[src/rtl/dram_reclock_pkg.sv]
package dram_reclock_pkg;

   typedef enum logic [3:0] {
      OP_PRECHARGE  = 4'd0,
      OP_REFRESH    = 4'd1,
      OP_AREF_OFF   = 4'd2,
      OP_AREF_ON    = 4'd3,
      OP_SELF_ON    = 4'd4,
      OP_SELF_OFF   = 4'd5,
      OP_MR_WRITE   = 4'd6,
      OP_MR_READ    = 4'd7,
      OP_CLK_CHANGE = 4'd8,
      OP_TIMING_UPD = 4'd9
   } cmd_op_e;

   typedef enum logic [1:0] {
      MT_DDR2  = 2'd0,
      MT_DDR3  = 2'd1,
      MT_GDDR3 = 2'd2,
      MT_BAD   = 2'd3
   } mem_type_e;

   typedef enum logic [2:0] {
      SK_SKIP, SK_CMD, SK_READ, SK_WAIT, SK_END
   } step_kind_e;

   function automatic int unsigned ns_to_cyc(int unsigned ns, int unsigned clk_ps);
      return (ns * 1000 + clk_ps - 1) / clk_ps;
   endfunction

   function automatic int unsigned max_u(int unsigned a, int unsigned b);
      return (a > b) ? a : b;
   endfunction

endpackage

[src/rtl/dram_reclock_timer.sv]
module dram_reclock_timer #(
   parameter int unsigned CW = 8
) (
   input  logic          clk,
   input  logic          rst_n,
   input  logic          load_i,
   input  logic [CW-1:0] val_i,
   output logic          last_o
);

   logic [CW-1:0] cnt_q;

   always_ff @(posedge clk or negedge rst_n) begin
      if (!rst_n)              cnt_q <= '0;
      else if (load_i)         cnt_q <= val_i;
      else if (cnt_q != '0)    cnt_q <= cnt_q - 1'b1;
   end

   assign last_o = (cnt_q == CW'(1));

   AST_TMR_LOAD: assert property (@(posedge clk) disable iff (!rst_n)
      load_i |=> (cnt_q == $past(val_i)));

   AST_TMR_DOWN: assert property (@(posedge clk) disable iff (!rst_n)
      (!load_i && cnt_q != '0) |=> (cnt_q == $past(cnt_q) - 1'b1));

endmodule

[src/rtl/dram_reclock_steps.sv]
module dram_reclock_steps
   import dram_reclock_pkg::*;
#(
   parameter int unsigned MR_W        = 16,
   parameter int unsigned CW          = 8,
   parameter int unsigned MRS_CYC     = 1,
   parameter int unsigned SRE_CYC     = 0,
   parameter int unsigned SRX_CYC     = 0,
   parameter int unsigned XS_CYC      = 0,
   parameter int unsigned DLLK2_CYC   = 1,
   parameter int unsigned DLLK3_CYC   = 1,
   parameter int unsigned DLLKG_CYC   = 1,
   parameter int unsigned DLL_BIT_STD = 0,
   parameter int unsigned DLL_BIT_G   = 6,
   parameter int unsigned DLL_RST_BIT = 8
) (
   input  logic [4:0]            pc_i,
   input  mem_type_e             mtype_i,
   input  logic [2:0][MR_W-1:0]  cur_i,
   input  logic [2:0][MR_W-1:0]  tgt_i,
   output step_kind_e            kind_o,
   output cmd_op_e               op_o,
   output logic [1:0]            mr_o,
   output logic [MR_W-1:0]       data_o,
   output logic [CW-1:0]         wait_o
);

   localparam logic [MR_W-1:0] RST_MASK = MR_W'(1) << DLL_RST_BIT;

   logic [MR_W-1:0] dll_mask;
   logic            tgt_off, cur_off, enter_off;

   always_comb begin
      dll_mask  = (mtype_i == MT_GDDR3) ? (MR_W'(1) << DLL_BIT_G) : (MR_W'(1) << DLL_BIT_STD);
      tgt_off   = |(tgt_i[1] & dll_mask);
      cur_off   = |(cur_i[1] & dll_mask);
      enter_off = !cur_off && tgt_off;
   end

   always_comb begin
      kind_o = SK_SKIP;
      op_o   = OP_PRECHARGE;
      mr_o   = 2'd0;
      data_o = '0;
      wait_o = '0;
      case (pc_i)
         5'd0:  if (mtype_i == MT_DDR3) begin kind_o = SK_READ; op_o = OP_MR_READ; mr_o = 2'd2; end
         5'd1:  begin kind_o = SK_READ; op_o = OP_MR_READ; mr_o = 2'd1; end
         5'd2:  begin kind_o = SK_READ; op_o = OP_MR_READ; mr_o = 2'd0; end
         5'd3:  if (enter_off) kind_o = SK_CMD;
         5'd4:  if (enter_off) begin
                   kind_o = SK_CMD; op_o = OP_MR_WRITE; mr_o = 2'd1;
                   data_o = cur_i[1] | dll_mask;
                end
         5'd5:  if (enter_off) begin kind_o = SK_WAIT; wait_o = CW'(MRS_CYC); end
         5'd6:  kind_o = SK_CMD;
         5'd7:  begin kind_o = SK_CMD; op_o = OP_REFRESH; end
         5'd8:  begin kind_o = SK_CMD; op_o = OP_REFRESH; end
         5'd9:  begin kind_o = SK_CMD; op_o = OP_AREF_OFF; end
         5'd10: begin kind_o = SK_CMD; op_o = OP_SELF_ON; end
         5'd11: begin kind_o = SK_WAIT; wait_o = CW'(SRE_CYC); end
         5'd12: begin kind_o = SK_CMD; op_o = OP_CLK_CHANGE; end
         5'd13: begin kind_o = SK_WAIT; wait_o = CW'(SRX_CYC); end
         5'd14: kind_o = SK_CMD;
         5'd15: begin kind_o = SK_CMD; op_o = OP_SELF_OFF; end
         5'd16: begin kind_o = SK_CMD; op_o = OP_AREF_ON; end
         5'd17: begin kind_o = SK_WAIT; wait_o = CW'(XS_CYC); end
         5'd18, 5'd20, 5'd22: begin
                   mr_o = (pc_i == 5'd18) ? 2'd2 : (pc_i == 5'd20) ? 2'd1 : 2'd0;
                   if (cur_i[mr_o] != tgt_i[mr_o]) begin
                      kind_o = SK_CMD; op_o = OP_MR_WRITE; data_o = tgt_i[mr_o];
                   end else begin
                      mr_o = 2'd0;
                   end
                end
         5'd19: if (cur_i[2] != tgt_i[2]) begin kind_o = SK_WAIT; wait_o = CW'(MRS_CYC); end
         5'd21: if (cur_i[1] != tgt_i[1]) begin kind_o = SK_WAIT; wait_o = CW'(MRS_CYC); end
         5'd23: if (cur_i[0] != tgt_i[0]) begin kind_o = SK_WAIT; wait_o = CW'(MRS_CYC); end
         5'd24: begin kind_o = SK_CMD; op_o = OP_TIMING_UPD; end
         5'd25: if (!tgt_off) begin
                   kind_o = SK_CMD; op_o = OP_MR_WRITE; data_o = tgt_i[0] | RST_MASK;
                end
         5'd26, 5'd28: if (!tgt_off) begin kind_o = SK_WAIT; wait_o = CW'(MRS_CYC); end
         5'd27: if (!tgt_off) begin
                   kind_o = SK_CMD; op_o = OP_MR_WRITE; data_o = tgt_i[0] & ~RST_MASK;
                end
         5'd29: if (!tgt_off) begin
                   kind_o = SK_WAIT;
                   wait_o = (mtype_i == MT_GDDR3) ? CW'(DLLKG_CYC) :
                            (mtype_i == MT_DDR3)  ? CW'(DLLK3_CYC) : CW'(DLLK2_CYC);
                end
         5'd30: if (!tgt_off && mtype_i == MT_GDDR3) kind_o = SK_CMD;
         default: kind_o = SK_END;
      endcase
   end

endmodule

[src/rtl/dram_reclock_seq.sv]
module dram_reclock_seq
   import dram_reclock_pkg::*;
#(
   parameter int unsigned MR_W           = 16,
   parameter int unsigned CLK_PS         = 5000,
   parameter int unsigned T_MRS_NS       = 1000,
   parameter int unsigned T_SRE_NS       = 0,
   parameter int unsigned T_SRX_NS       = 0,
   parameter int unsigned T_XS_NS        = 0,
   parameter int unsigned T_DLLK_DDR2_NS = 2000,
   parameter int unsigned T_DLLK_DDR3_NS = 12000,
   parameter int unsigned T_DLLK_GD_NS   = 40000,
   parameter int unsigned DLL_BIT_STD    = 0,
   parameter int unsigned DLL_BIT_GDDR3  = 6,
   parameter int unsigned DLL_RST_BIT    = 8
) (
   input  logic            clk,
   input  logic            rst_n,
   input  logic            start_i,
   input  logic [1:0]      mem_type_i,
   input  logic [MR_W-1:0] tgt_mr0_i,
   input  logic [MR_W-1:0] tgt_mr1_i,
   input  logic [MR_W-1:0] tgt_mr2_i,
   output logic            cmd_valid_o,
   output logic [3:0]      cmd_op_o,
   output logic [1:0]      cmd_mr_o,
   output logic [MR_W-1:0] cmd_data_o,
   input  logic            cmd_ack_i,
   input  logic [MR_W-1:0] rd_data_i,
   input  logic            rd_valid_i,
   output logic            busy_o,
   output logic            done_o,
   output logic            err_o
);

   localparam int unsigned MRS_CYC   = ns_to_cyc(T_MRS_NS, CLK_PS);
   localparam int unsigned SRE_CYC   = ns_to_cyc(T_SRE_NS, CLK_PS);
   localparam int unsigned SRX_CYC   = ns_to_cyc(T_SRX_NS, CLK_PS);
   localparam int unsigned XS_CYC    = ns_to_cyc(T_XS_NS, CLK_PS);
   localparam int unsigned DLLK2_CYC = ns_to_cyc(T_DLLK_DDR2_NS, CLK_PS);
   localparam int unsigned DLLK3_CYC = ns_to_cyc(T_DLLK_DDR3_NS, CLK_PS);
   localparam int unsigned DLLKG_CYC = ns_to_cyc(T_DLLK_GD_NS, CLK_PS);
   localparam int unsigned MAX_CYC   = max_u(max_u(max_u(MRS_CYC, SRE_CYC), max_u(SRX_CYC, XS_CYC)),
                                             max_u(max_u(DLLK2_CYC, DLLK3_CYC), DLLKG_CYC));
   localparam int unsigned CW        = $clog2(MAX_CYC + 1) + 1;

   if (CLK_PS == 0) begin : g_bad_clk
      $error("CLK_PS must be non-zero");
   end
   if (MR_W <= DLL_RST_BIT || MR_W <= DLL_BIT_GDDR3 || MR_W <= DLL_BIT_STD) begin : g_bad_width
      $error("MR_W too narrow for the DLL bit positions");
   end

   typedef enum logic [2:0] {ST_IDLE, ST_DISP, ST_CMD, ST_RDATA, ST_WAIT} state_e;

   state_e               state_q;
   logic [4:0]           pc_q;
   mem_type_e            mtype_q;
   logic [2:0][MR_W-1:0] tgt_q, cur_q;
   logic                 done_q, err_q;

   step_kind_e           step_kind;
   cmd_op_e              step_op;
   logic [1:0]           step_mr;
   logic [MR_W-1:0]      step_data;
   logic [CW-1:0]        step_wait;
   logic                 tmr_load, tmr_last;
   logic                 bad_type;

   dram_reclock_steps #(
      .MR_W(MR_W), .CW(CW), .MRS_CYC(MRS_CYC), .SRE_CYC(SRE_CYC), .SRX_CYC(SRX_CYC),
      .XS_CYC(XS_CYC), .DLLK2_CYC(DLLK2_CYC), .DLLK3_CYC(DLLK3_CYC), .DLLKG_CYC(DLLKG_CYC),
      .DLL_BIT_STD(DLL_BIT_STD), .DLL_BIT_G(DLL_BIT_GDDR3), .DLL_RST_BIT(DLL_RST_BIT)
   ) u_steps (
      .pc_i(pc_q), .mtype_i(mtype_q), .cur_i(cur_q), .tgt_i(tgt_q),
      .kind_o(step_kind), .op_o(step_op), .mr_o(step_mr), .data_o(step_data), .wait_o(step_wait)
   );

   assign tmr_load = (state_q == ST_DISP) && (step_kind == SK_WAIT) && (step_wait != '0);

   dram_reclock_timer #(.CW(CW)) u_timer (
      .clk(clk), .rst_n(rst_n), .load_i(tmr_load), .val_i(step_wait), .last_o(tmr_last)
   );

   assign bad_type = (mem_type_i == MT_BAD);

   always_ff @(posedge clk or negedge rst_n) begin
      if (!rst_n) begin
         state_q <= ST_IDLE;
         pc_q    <= '0;
         mtype_q <= MT_DDR2;
         tgt_q   <= '0;
         cur_q   <= '0;
         done_q  <= 1'b0;
         err_q   <= 1'b0;
      end else begin
         done_q <= 1'b0;
         err_q  <= 1'b0;
         case (state_q)
            ST_IDLE: if (start_i) begin
               if (bad_type) begin
                  done_q <= 1'b1;
                  err_q  <= 1'b1;
               end else begin
                  state_q <= ST_DISP;
                  pc_q    <= '0;
                  mtype_q <= mem_type_e'(mem_type_i);
                  tgt_q   <= {tgt_mr2_i, tgt_mr1_i, tgt_mr0_i};
                  cur_q   <= {tgt_mr2_i, {MR_W{1'b0}}, {MR_W{1'b0}}};
               end
            end
            ST_DISP: begin
               case (step_kind)
                  SK_END:  begin done_q <= 1'b1; state_q <= ST_IDLE; end
                  SK_SKIP: pc_q <= pc_q + 1'b1;
                  SK_WAIT: if (step_wait == '0) pc_q <= pc_q + 1'b1;
                           else state_q <= ST_WAIT;
                  default: state_q <= ST_CMD;
               endcase
            end
            ST_CMD: if (cmd_ack_i) begin
               if (step_kind == SK_READ) state_q <= ST_RDATA;
               else begin pc_q <= pc_q + 1'b1; state_q <= ST_DISP; end
            end
            ST_RDATA: if (rd_valid_i) begin
               cur_q[step_mr] <= rd_data_i;
               pc_q    <= pc_q + 1'b1;
               state_q <= ST_DISP;
            end
            ST_WAIT: if (tmr_last) begin
               pc_q    <= pc_q + 1'b1;
               state_q <= ST_DISP;
            end
            default: state_q <= ST_IDLE;
         endcase
      end
   end

   assign cmd_valid_o = (state_q == ST_CMD);
   assign cmd_op_o    = step_op;
   assign cmd_mr_o    = step_mr;
   assign cmd_data_o  = step_data;
   assign busy_o      = (state_q != ST_IDLE);
   assign done_o      = done_q;
   assign err_o       = err_q;

   AST_CMD_HOLD: assert property (@(posedge clk) disable iff (!rst_n)
      (cmd_valid_o && !cmd_ack_i) |=> (cmd_valid_o && $stable(cmd_op_o) &&
                                       $stable(cmd_mr_o) && $stable(cmd_data_o)));

   AST_DONE_PULSE: assert property (@(posedge clk) disable iff (!rst_n)
      done_o |=> !done_o);

   AST_BUSY_FROM_START: assert property (@(posedge clk) disable iff (!rst_n)
      $rose(busy_o) |-> $past(start_i));

   AST_ERR_QUIET: assert property (@(posedge clk) disable iff (!rst_n)
      err_o |-> (done_o && !cmd_valid_o && !busy_o));

   AST_BAD_ABORT: assert property (@(posedge clk) disable iff (!rst_n)
      (!busy_o && start_i && mem_type_i == 2'd3) |=> (err_o && !busy_o));

endmodule

[config.mk]
export PLATFORM = sky130hd
export DESIGN_NAME = dram_reclock_seq
export DESIGN_NICKNAME = d
export VERILOG_FILES = /design/src/rtl/dram_reclock_pkg.sv /design/src/rtl/dram_reclock_timer.sv /design/src/rtl/dram_reclock_steps.sv /design/src/rtl/dram_reclock_seq.sv
export SDC_FILE = /design/constraint.sdc
export NUM_CORES = 1
export LEC_CHECK = 0
export BUFFER_PORTS_ARGS = -buffer_cell sky130_fd_sc_hd__buf_2
export CORE_ASPECT_RATIO = 0.5
export CORE_MARGIN = 2
export CORE_UTILIZATION = 50
export DETAILED_ROUTE_END_ITERATION = 16
export PLACE_DENSITY = 0.72
export SLEW_MARGIN = 20
export SYNTH_ARGS = -nofsm -noshare
export SYNTH_HDL_FRONTEND = slang
export SYNTH_HIERARCHICAL = 1
export SYNTH_SLANG_ARGS = --single-unit
[constraint.sdc]
create_clock -name clk -period 10.5 [get_ports clk]
set_input_delay 2.625 -clock clk [delete_from_list [all_inputs] [get_ports clk]]
set_output_delay 2.625 -clock clk [all_outputs]
set_load 0.01 [all_outputs]
### Yosys cells after proc, flatten, opt, wreduce, memory -nomap -nowiden

Index checks and enable logic that the tools add are counted.

| word-level totals | value |
|---|---|
| bits in registers | 122 |
| word-level logic and storage cells | 181 |
| latch bits | 0 |
| bits in read-only memories | 0 |
| output and inout bits | 26 |
| bits in writable memories | 0 |
| memories | 0 |
| input bits | 71 |

| operators by class | value |
|---|---|
| mux-type cells | 73 |
| divide/modulo/power cells | 0 |
| reduce and logical (&&, ||, !) cells | 32 |
| bitwise operators | 4 |
| shift-type cells | 0 |
| $mul | 0 |
| $lt $le $gt $ge | 3 |
| equal/unequal tests | 55 |
| $add $sub $neg | 2 |

Operators by type and width:

| kind | count |
|---|---|
| 48-bit two-way mux | 3 |
| 16-bit two-way mux | 7 |
| 48-bit case mux with 2 select lines | 1 |
| 14-bit case mux with 6 select lines | 1 |
| 5-bit equality test, second input constant | 15 |
| 16-bit binary-select mux with 2-bit select | 2 |
| 16-bit inequality test | 4 |
| 16-bit case mux with 4 select lines | 1 |
| 14-bit two-way mux | 4 |
| 48-bit bitwise mux | 1 |
| 4-bit case mux with 12 select lines | 1 |
| 5-bit by 4-bit equality test with 1-bit output, second input constant | 8 |
| 8-bit two-way mux | 5 |
| 3-bit case mux with 13 select lines | 1 |
| 5-bit two-way mux | 7 |
| 16-bit AND | 2 |
| 16-bit demux with 2-bit select | 1 |
| 16-bit OR reduction | 2 |
| 3-bit two-way mux | 10 |
| 14-bit nonzero test | 2 |
| 5-bit case mux with 5 select lines | 1 |
| 5-bit by 3-bit equality test with 1-bit output, second input constant | 4 |
| 2-bit two-way mux | 10 |
| 16-bit OR | 1 |
| 41 further kinds | 75 |

### Longest topological paths before layout

Gate-level depths: netlist of the first run.

| logic depth | value |
|---|---|
| depth after elaboration | 15 |
| gate-level depth with buffers | 18 |
| depth with buffers taken out | 16 |

### Hierarchy

Netlist of the first run, hierarchy kept.

Modules (own cells, without submodules):

| module | instances | area an instance (um^2) | cells an instance |
|---|---|---|---|
| dram_reclock_seq | 1 | 4,636.9 | 370 |
| dram_reclock_steps | 1 | 2,252.2 | 299 |
| dram_reclock_timer | 1 | 884.6 | 98 |

### Worst setup path before layout of the first run

Ideal clock, no wire load.

| path | value |
|---|---|
| path kind | reg-to-output |
| start | register pc_q[2] |
| end | output port cmd_mr_o[0] |
| required time | 7.875 ns |
| path slack | 5.325 ns |
| arrival | 2.550 ns |
| stages on the path, launching flop included | 12 |
| path buffers | 4 |
| cell sequence | dfrtp_1 -> buf_2 -> xnor2_1 -> nand2b_1 -> buf_2 -> buf_2 -> a222oi_1 -> xnor2_1 -> nand4_1 -> nor4_2 -> buf_6 -> o21ai_1 |

| between the ends | value |
|---|---|
| longest elaborated chain between the ends | 8 |

RTL lines:

| element | line | source |
|---|---|---|
| start, declared | dram_reclock_seq.sv:57 | `logic [4:0] pc_q;` |
| start signal, assigned | dram_reclock_seq.sv:115 | `SK_SKIP: pc_q <= pc_q + 1'b1;` |
| start signal, assigned | dram_reclock_seq.sv:116 | `SK_WAIT: if (step_wait == '0) pc_q <= pc_q + 1'b1;` |
| start signal, assigned | dram_reclock_seq.sv:127 | `pc_q <= pc_q + 1'b1;` |
| 5-bit equality test | dram_reclock_steps.sv:46, dram_reclock_steps.sv:69 |  |
| 1-bit two-way mux | dram_reclock_steps.sv:69 | `mr_o = (pc_i == 5'd18) ? 2'd2 : (pc_i == 5'd20) ? 2'd1 : 2'd0;` |
| 2-bit two-way mux | dram_reclock_steps.sv:69 |  |
| 16-bit binary-select mux with 2-bit select | dram_reclock_steps.sv:70 | `if (cur_i[mr_o] != tgt_i[mr_o]) begin` |
| 16-bit two-way mux (not written as such) | dram_reclock_steps.sv:70 |  |
| 16-bit inequality test | dram_reclock_steps.sv:70 |  |
| 2-bit two-way mux | dram_reclock_steps.sv:70 |  |
| 2-bit case mux with 4 select lines * | dram_reclock_steps.sv:46 | `case (pc_i)` |
| end, declared | dram_reclock_seq.sv:26 | `output logic [1:0] cmd_mr_o,` |

Every way passes the cells marked *; elsewhere a longest branch is shown, timed or not. The select of a mux whose other input is x is not followed.

### Worst setup path in the final report of the first run

| path | value |
|---|---|
| start | register pc_q[1] |
| end | output port cmd_data_o[14] |

| between the ends | value |
|---|---|
| longest elaborated chain between the ends | 8 |

RTL lines:

| element | line | source |
|---|---|---|
| 5-bit equality test | dram_reclock_steps.sv:46, dram_reclock_steps.sv:69 |  |
| 1-bit two-way mux | dram_reclock_steps.sv:69 |  |
| 2-bit two-way mux | dram_reclock_steps.sv:69 |  |
| 16-bit binary-select mux with 2-bit select (on tied branches) | dram_reclock_steps.sv:70, dram_reclock_steps.sv:71 |  |
| 16-bit two-way mux (on tied branches) | dram_reclock_steps.sv:70, dram_reclock_steps.sv:71 |  |
| 16-bit inequality test | dram_reclock_steps.sv:70 |  |
| 16-bit two-way mux | dram_reclock_steps.sv:70 |  |
| 16-bit case mux with 4 select lines * | dram_reclock_steps.sv:46 |  |
| end, declared | dram_reclock_seq.sv:27 | `output logic [MR_W-1:0] cmd_data_o,` |

Marked as above.

==> flow_summary.yaml, run 1 <==
status:
  status: "finished, final reports clean"
placed_design:
  gp_congestion: 0.9519
  pre_cts_slack_ns: 3.777
  dp.cells: 1018
  hpwlAfterDp_mm: 16.02
  port_buffers: 96
worst_setup_path:
  cp.required_ns: 7.88
  crit_path_end_kind: "output port"
  cp_data_arrival_time_ns: 4.40
  startpoint: "pc_q[1]$_DFFE_PN0P_"
  crit_type: "reg -> out"
  cp-start-kind: "flop"
  r2r-start: "pc_q[1]$_DFFE_PN0P_"
  crit_fanout: 19
hold_path:
  hp-class: "reg -> reg"
  hold_start: "mtype_q[0]$_DFFE_PN0P_"
yosys:
  async_flop_share: 1.000
  synthSimpleGateAreaFrac: 0.1667
  synth_edf_count: 0
  synth-adder-area-share: 0.008048
  synth_top_family_by_area: "compound AO/OA/AOI/OAI gates"
  synthFlopType: "dfrtp_1"
  avgSynthCellArea_um2: 10.14
  netlist_area_mm2: 0.007774
  synth-seq-cells: 122
  synth_compound_area_frac: 0.1954
  yosys-top-cells-count: "122 x dfrtp_1, 67 x mux2_2, 51 x nand2_1"
  yosysSeqAreaShare: 0.3927
  synth-xor-area-share: 0.08337
  yosysWarnings: 6
  synth_most_common_cell: "dfrtp_1"
  synthMuxAreaShare: 0.1022
  synthTopCellsByArea: "dfrtp_1 39%, mux2_2 9.7%, xnor2_1 4.2%"
  ys_types: 74
  synthCells: 767
  synth_top_area_frac: 0.3927
  synth_area_leader_cell: "dfrtp_1"
clock_tree:
  cts_setup_buffers: 0
  clock_latency_ns: 0.43
  clk_pin_slew_worst_paths_ns: 0.06
  cts_resized: 0
  cts_buffer_depth: 2
  cts_buffers: 17
  cts_tree: "done"
  h-tree-depth: 4
  cts_hold_buf: 0
  cts-root-buf: "clkbuf_16"
  numClockSinks: 122
sta:
  holdWs_ns: 0.5517
  tightest_slew_ns: 1.034
  rsz0062_at_grt: "false"
  slew_headroom: 0.3089
  fin_ws_ns: 3.474
  fmax_mhz: 142.3
  slew_violations: 0
  setup_viol: 0
  skew_ns: 0.01466
  period_share: 0.6692
  setup_tns_ns: 0
  fin_crit_ns: 7.026
  hold_viol: 0
detailed_routing:
  viasPerCell: 6.297
  drt_iter0_markers: 804
  wire_per_inst_um: 21.20
  dr_total_vias: 6618
  postRouteAntennaNets: 0
  routed_wl_mm: 22.28
  first_pass_iters: 6
  drc: 0
power_and_ir_drop:
  power-per-cell-area_mw_per_mm2: 308.4
  leakage_nw: 3.737
  finalPower_mw: 2.729
  ir_worst_vdd_mv: 0.1327
cells_and_area:
  antennaDiodeCount: 0
  num-fill-cells: 1332
  multi_input_area_mm2: 0.004360
  final_nets: 910
  syn_to_final_growth_pct: 13.84
  finalNonFillerCells: 1051
  ff_latch_area_mm2: 0.003053
  drive_gt1_frac: 0.2999
floorplan:
  fp.dieArea_mm2: 0.01662
  ios: 97
  fp.dieW_um: 180.3
  coreArea_mm2: 0.01529
  start_util: 0.5083
  dieHeight_um: 92.17
  rows: 32
job:
  cap_violations: 0
global_route:
  grt_start_max_net_pins: 68
  grt_first_pass_wirelength_mm: 35.23
  antenna_found_initial: 0
  grt.total_usage: 0.2719
  grt_pass1_vias: 6388
  grt_overflow: 0
-- area by class of cell --
class / instances / share of cell area
sequential: 122 / 0.3450
clock buffer: 20 / 0.05160
clock inverter: 12 / 0.01287
timing repair buffer: 105 / 0.06263
multi-input combinational: 573 / 0.4927
tap: 204 / 0.02884
inverter: 15 / 0.006362
-- where the power goes --
group / switching, mW / internal, mW
clock: 0.231 / 0.340
sequential: 0.333 / 0.687
combinational: 0.580 / 0.558
total: 1.14 / 1.59
-- layer usage --
metal | routed length (µm) | GRT usage | vias up | part of all wire
li1 | - | - | 2992 | -
met1 | 9853 | 0.3769 | 3256 | 0.44
met2 | 10100 | 0.4170 | 336 | 0.45
met3 | 1966 | 0.06910 | 34 | 0.088
met4 | 359 | 0.08938 | 0 | 0.016
met5 | 0 | 0 | - | 0
-- critical path, stage by stage (launching register included) --
cell      delay, ns
dfrtp_1        0.73
clkinv_1       0.38
nor4b_4        0.86
a222oi_1       0.28
xnor2_1        0.28
nand4_1        0.20
nor4_4         0.52
buf_4          0.40
o31ai_1        0.13
buf_2          0.18
-- stage by stage --
stage               area, µm²    util
floorplan                7785       -
global placement         8263  0.5402
detailed placement       8265  0.5404
CTS                      8836  0.5777
global route             8850  0.5786
finish                   8850  0.5786
-- path summary, 6_finish.rpt --
check / endpoint / slack (ns) / depth (start not counted)
worst max-delay path: cmd_data_o[14] / 3.47 / 9
worst min register to register: mtype_q[0]$_DFFE_PN0P_ / 0.55 / 1
max in group asynchronous: state_q[2]$_DFFE_PN0P_ / 6.93 / 2
worst min-delay path: mtype_q[0]$_DFFE_PN0P_ / 0.55 / 1
worst max register to register: u_timer/cnt_q[0]$_DFFE_PN0P_ / 4.49 / 14
min in group asynchronous: tgt_q[39]$_DFFE_PN0P_ / 2.25 / 1
-- logic make-up after synthesis --
kind of cell | count (synthesis)
DFF | 122
adders and majority gates | 5
xor gates and xnor gates | 74
buffers and inverters | 75
other | 1
muxes | 71
AOI/OAI and AO/OA | 196
and+or+nand+nor | 223
-- placed cells by master (no fill, tap or decap), types with 9 or more instances in the layout --
cell type / n
o31ai_2: 13
mux2_2: 67
nor4_1: 15
nand3b_1: 20
clkbuf_16: 17
a22o_1: 33
nand4_1: 12
inv_1: 14
nor2_1: 31
a222oi_1: 12
a22oi_1: 17
dfrtp_1: 122
xor2_1: 37
xnor2_1: 37
nand3_1: 12
nand2_1: 51
o21ai_0: 39
buf_2: 95
a21oi_1: 28
buf_4: 9
nor3_1: 11
o221ai_1: 16
-- registers in the layout (all words and copies together) (netlist names) --
name,count
cur_q,48
done_o,1
err_o,1
mtype_q,2
pc_q,5
state_q,3
tgt_q,48
u_timer/cnt_q,14
(Power assumes the default switching activity.)
==> run 2: changes to the inputs <==
==> constraint.sdc (replaced) <==
create_clock -name clk -period 7.3 [get_ports clk]
set_input_delay 1.825 -clock clk [delete_from_list [all_inputs] [get_ports clk]]
set_output_delay 1.825 -clock clk [all_outputs]
set_load 0.01 [all_outputs]
==> run 2 against run 1 <==
  * Sequential share of layout area decreased by 0.18 points
  * Worst hold slack got worse by 0.0098 ns
  * Core utilization increased by 0.31 points
  * Total power increased by 46%
  * Die area unchanged
  * First-iteration DRC count decreased by 8.6%
  * Combinational power increased by 45%
  * Worst setup slack got worse by 2.2 ns
  * Clock-buffer cell count increased by 2
  * Non-clock buffer count increased by 2
  * Flip-flop and latch count unchanged
  * Critical path type unchanged
  * Critical endpoint is now cmd_mr_o[0]
  * Largest cell class unchanged
==> flow_summary.yaml, run 2 (synthesis gave the netlist of run 1 again) <==
placed_design:
  port_buffers: 96
  hpwlAfterDp_mm: 16.34
  pre_cts_slack_ns: 1.806
  placed_area_mm2: 0.008278
  gp_congestion: 0.9499
sta:
  fin_crit_ns: 6.063
  slew_headroom: 0.3117
  slew_violations: 0
  setup_viol: 0
  fmax_mhz: 164.9
  fin_ws_ns: 1.237
  rsz0062_at_grt: "false"
  skew_ns: 0.009545
  setup_tns_ns: 0
  period_share: 0.8306
  tightest_slew_ns: 1.030
  hold_viol: 0
worst_setup_path:
  cp.required_ns: 5.48
  r2r_cells: 15
  startpoint: "pc_q[4]$_DFFE_PN0P_"
  r2r-start: "pc_q[4]$_DFFE_PN0P_"
  crit_type: "reg -> out"
  r2r_setup_slack_ns: 1.68
  cpMaxStageDelayCell: "dfrtp_1"
  cp-start-kind: "flop"
  r2r-end: "u_timer/cnt_q[0]$_DFFE_PN0P_"
  crit_end: "cmd_mr_o[0]"
  cp_data_arrival_time_ns: 4.24
  crit_fanout: 21
  crit_path_end_kind: "output port"
  path_cells: "nor3b_2 -> nand2b_1 -> a222oi_1 -> xnor2_1 -> nand4_1 -> nor4_4 -> buf_4 -> o21ai_1 -> buf_2"
  critPathTopFamily: "simple AND/OR/NAND/NOR gates"
  cpPeakStageDelay_ns: 0.77
  crit_cells: 9
  critPathBufInv: 2
floorplan:
  dieHeight_um: 92.17
  fp.dieArea_mm2: 0.01662
  start_util: 0.5083
  fp.dieW_um: 180.3
  rows: 32
  ios: 97
  coreArea_mm2: 0.01529
cells_and_area:
  final_nets: 912
  reg_top3: "cur_q x48, tgt_q x48, u_timer/cnt_q x14"
  drive_gt1_frac: 0.2980
  syn_to_final_growth_pct: 14.45
  post-route-util: 0.5817
  final_common_cell: "dfrtp_1"
  antennaDiodeCount: 0
  fin_area_mm2: 0.008897
  final_cell_mix: "122 x dfrtp_1, 95 x buf_2, 67 x mux2_2, 51 x nand2_1, 39 x o21ai_0"
hold_path:
  hp-class: "reg -> reg"
  hold_start: "mtype_q[1]$_DFFE_PN0P_"
global_route:
  grt_overflow: 0
  antenna_found_initial: 0
  grt.total_usage: 0.2782
  grt_pass1_vias: 6247
  grt_first_pass_wirelength_mm: 35.85
  grt_start_max_net_pins: 65
detailed_routing:
  viasPerCell: 6.277
  postRouteAntennaNets: 0
  wire_per_inst_um: 21.57
  drt_iter0_markers: 735
  first_pass_iters: 7
  routed_wl_mm: 22.72
  dr_total_vias: 6610
  drc: 0
clock_tree:
  clock_latency_ns: 0.42
  cts_resized: 0
  cts_buffer_depth: 2
  h-tree-depth: 4
  cts-root-buf: "clkbuf_16"
  cts_hold_buf: 0
  cts_tree: "done"
  cts_buffers: 17
  numClockSinks: 122
  clk_pin_slew_worst_paths_ns: 0.06
  cts_setup_buffers: 0
power_and_ir_drop:
  leakage_nw: 3.768
  ir_worst_vdd_mv: 0.2323
  power-per-cell-area_mw_per_mm2: 447.9
  finalPower_mw: 3.985
job:
  cap_violations: 0
status:
  status: "finished, final reports clean"
## run 2: worst reg2reg max path, stage by stage (launching register included)
cell       delay, ns
dfrtp_1         0.77
nor3b_2         0.43
nand2b_1        0.50
a222oi_1        0.59
xnor2_1         0.19
nand4_1         0.17
nor4_4          0.33
o2111ai_1       0.33
and3b_1         0.32
and2_4          0.16
and2_2          0.27
nor4b_1         0.45
nand4_1         0.38
buf_4           0.29
and3_2          0.21
nor3_1          0.16
## run 2: worst min-delay path by stage
stage,end,cells past startpoint
CTS,mtype_q[1]$_DFFE_PN0P_,1
detailed placement,mtype_q[1]$_DFFE_PN0P_,1
finish,mtype_q[1]$_DFFE_PN0P_,1
floorplan,cur_q[11]$_DFFE_PN0P_,1
global placement,mtype_q[1]$_DFFE_PN0P_,1
global route,mtype_q[0]$_DFFE_PN0P_,1
## run 2: stage by stage
stage,hold slack [ns],std cells
floorplan,0.5056,770
global placement,0.5221,1020
detailed placement,0.5320,1020
CTS,0.5451,1052
global route,0.5818,1053
finish,0.5418,1053
## run 2: routing by layer
layer	track usage	share of wire	up-vias
met5	0	0	-
met4	0.07258	0.019	0
met3	0.06513	0.081	45
met2	0.4090	0.44	301
met1	0.4104	0.46	3259
li1	-	-	3005
## run 2: area by class of cell
cell class,count,area (µm²)
Fill cell,1305,6397
Clock buffer,22,464.2
Inverter,15,56.30
Clock inverter,10,141.4
Tap cell,204,255.2
Sequential cell,122,3053
Timing Repair Buffer,107,569.3
Multi-Input combinational cell,573,4358
## run 2: power by group
part           switching (mW)  leakage [nW]  internal (mW)
Clock                   0.316         0.291          0.556
Combinational           0.845          1.97          0.802
Sequential              0.477          1.51          0.989
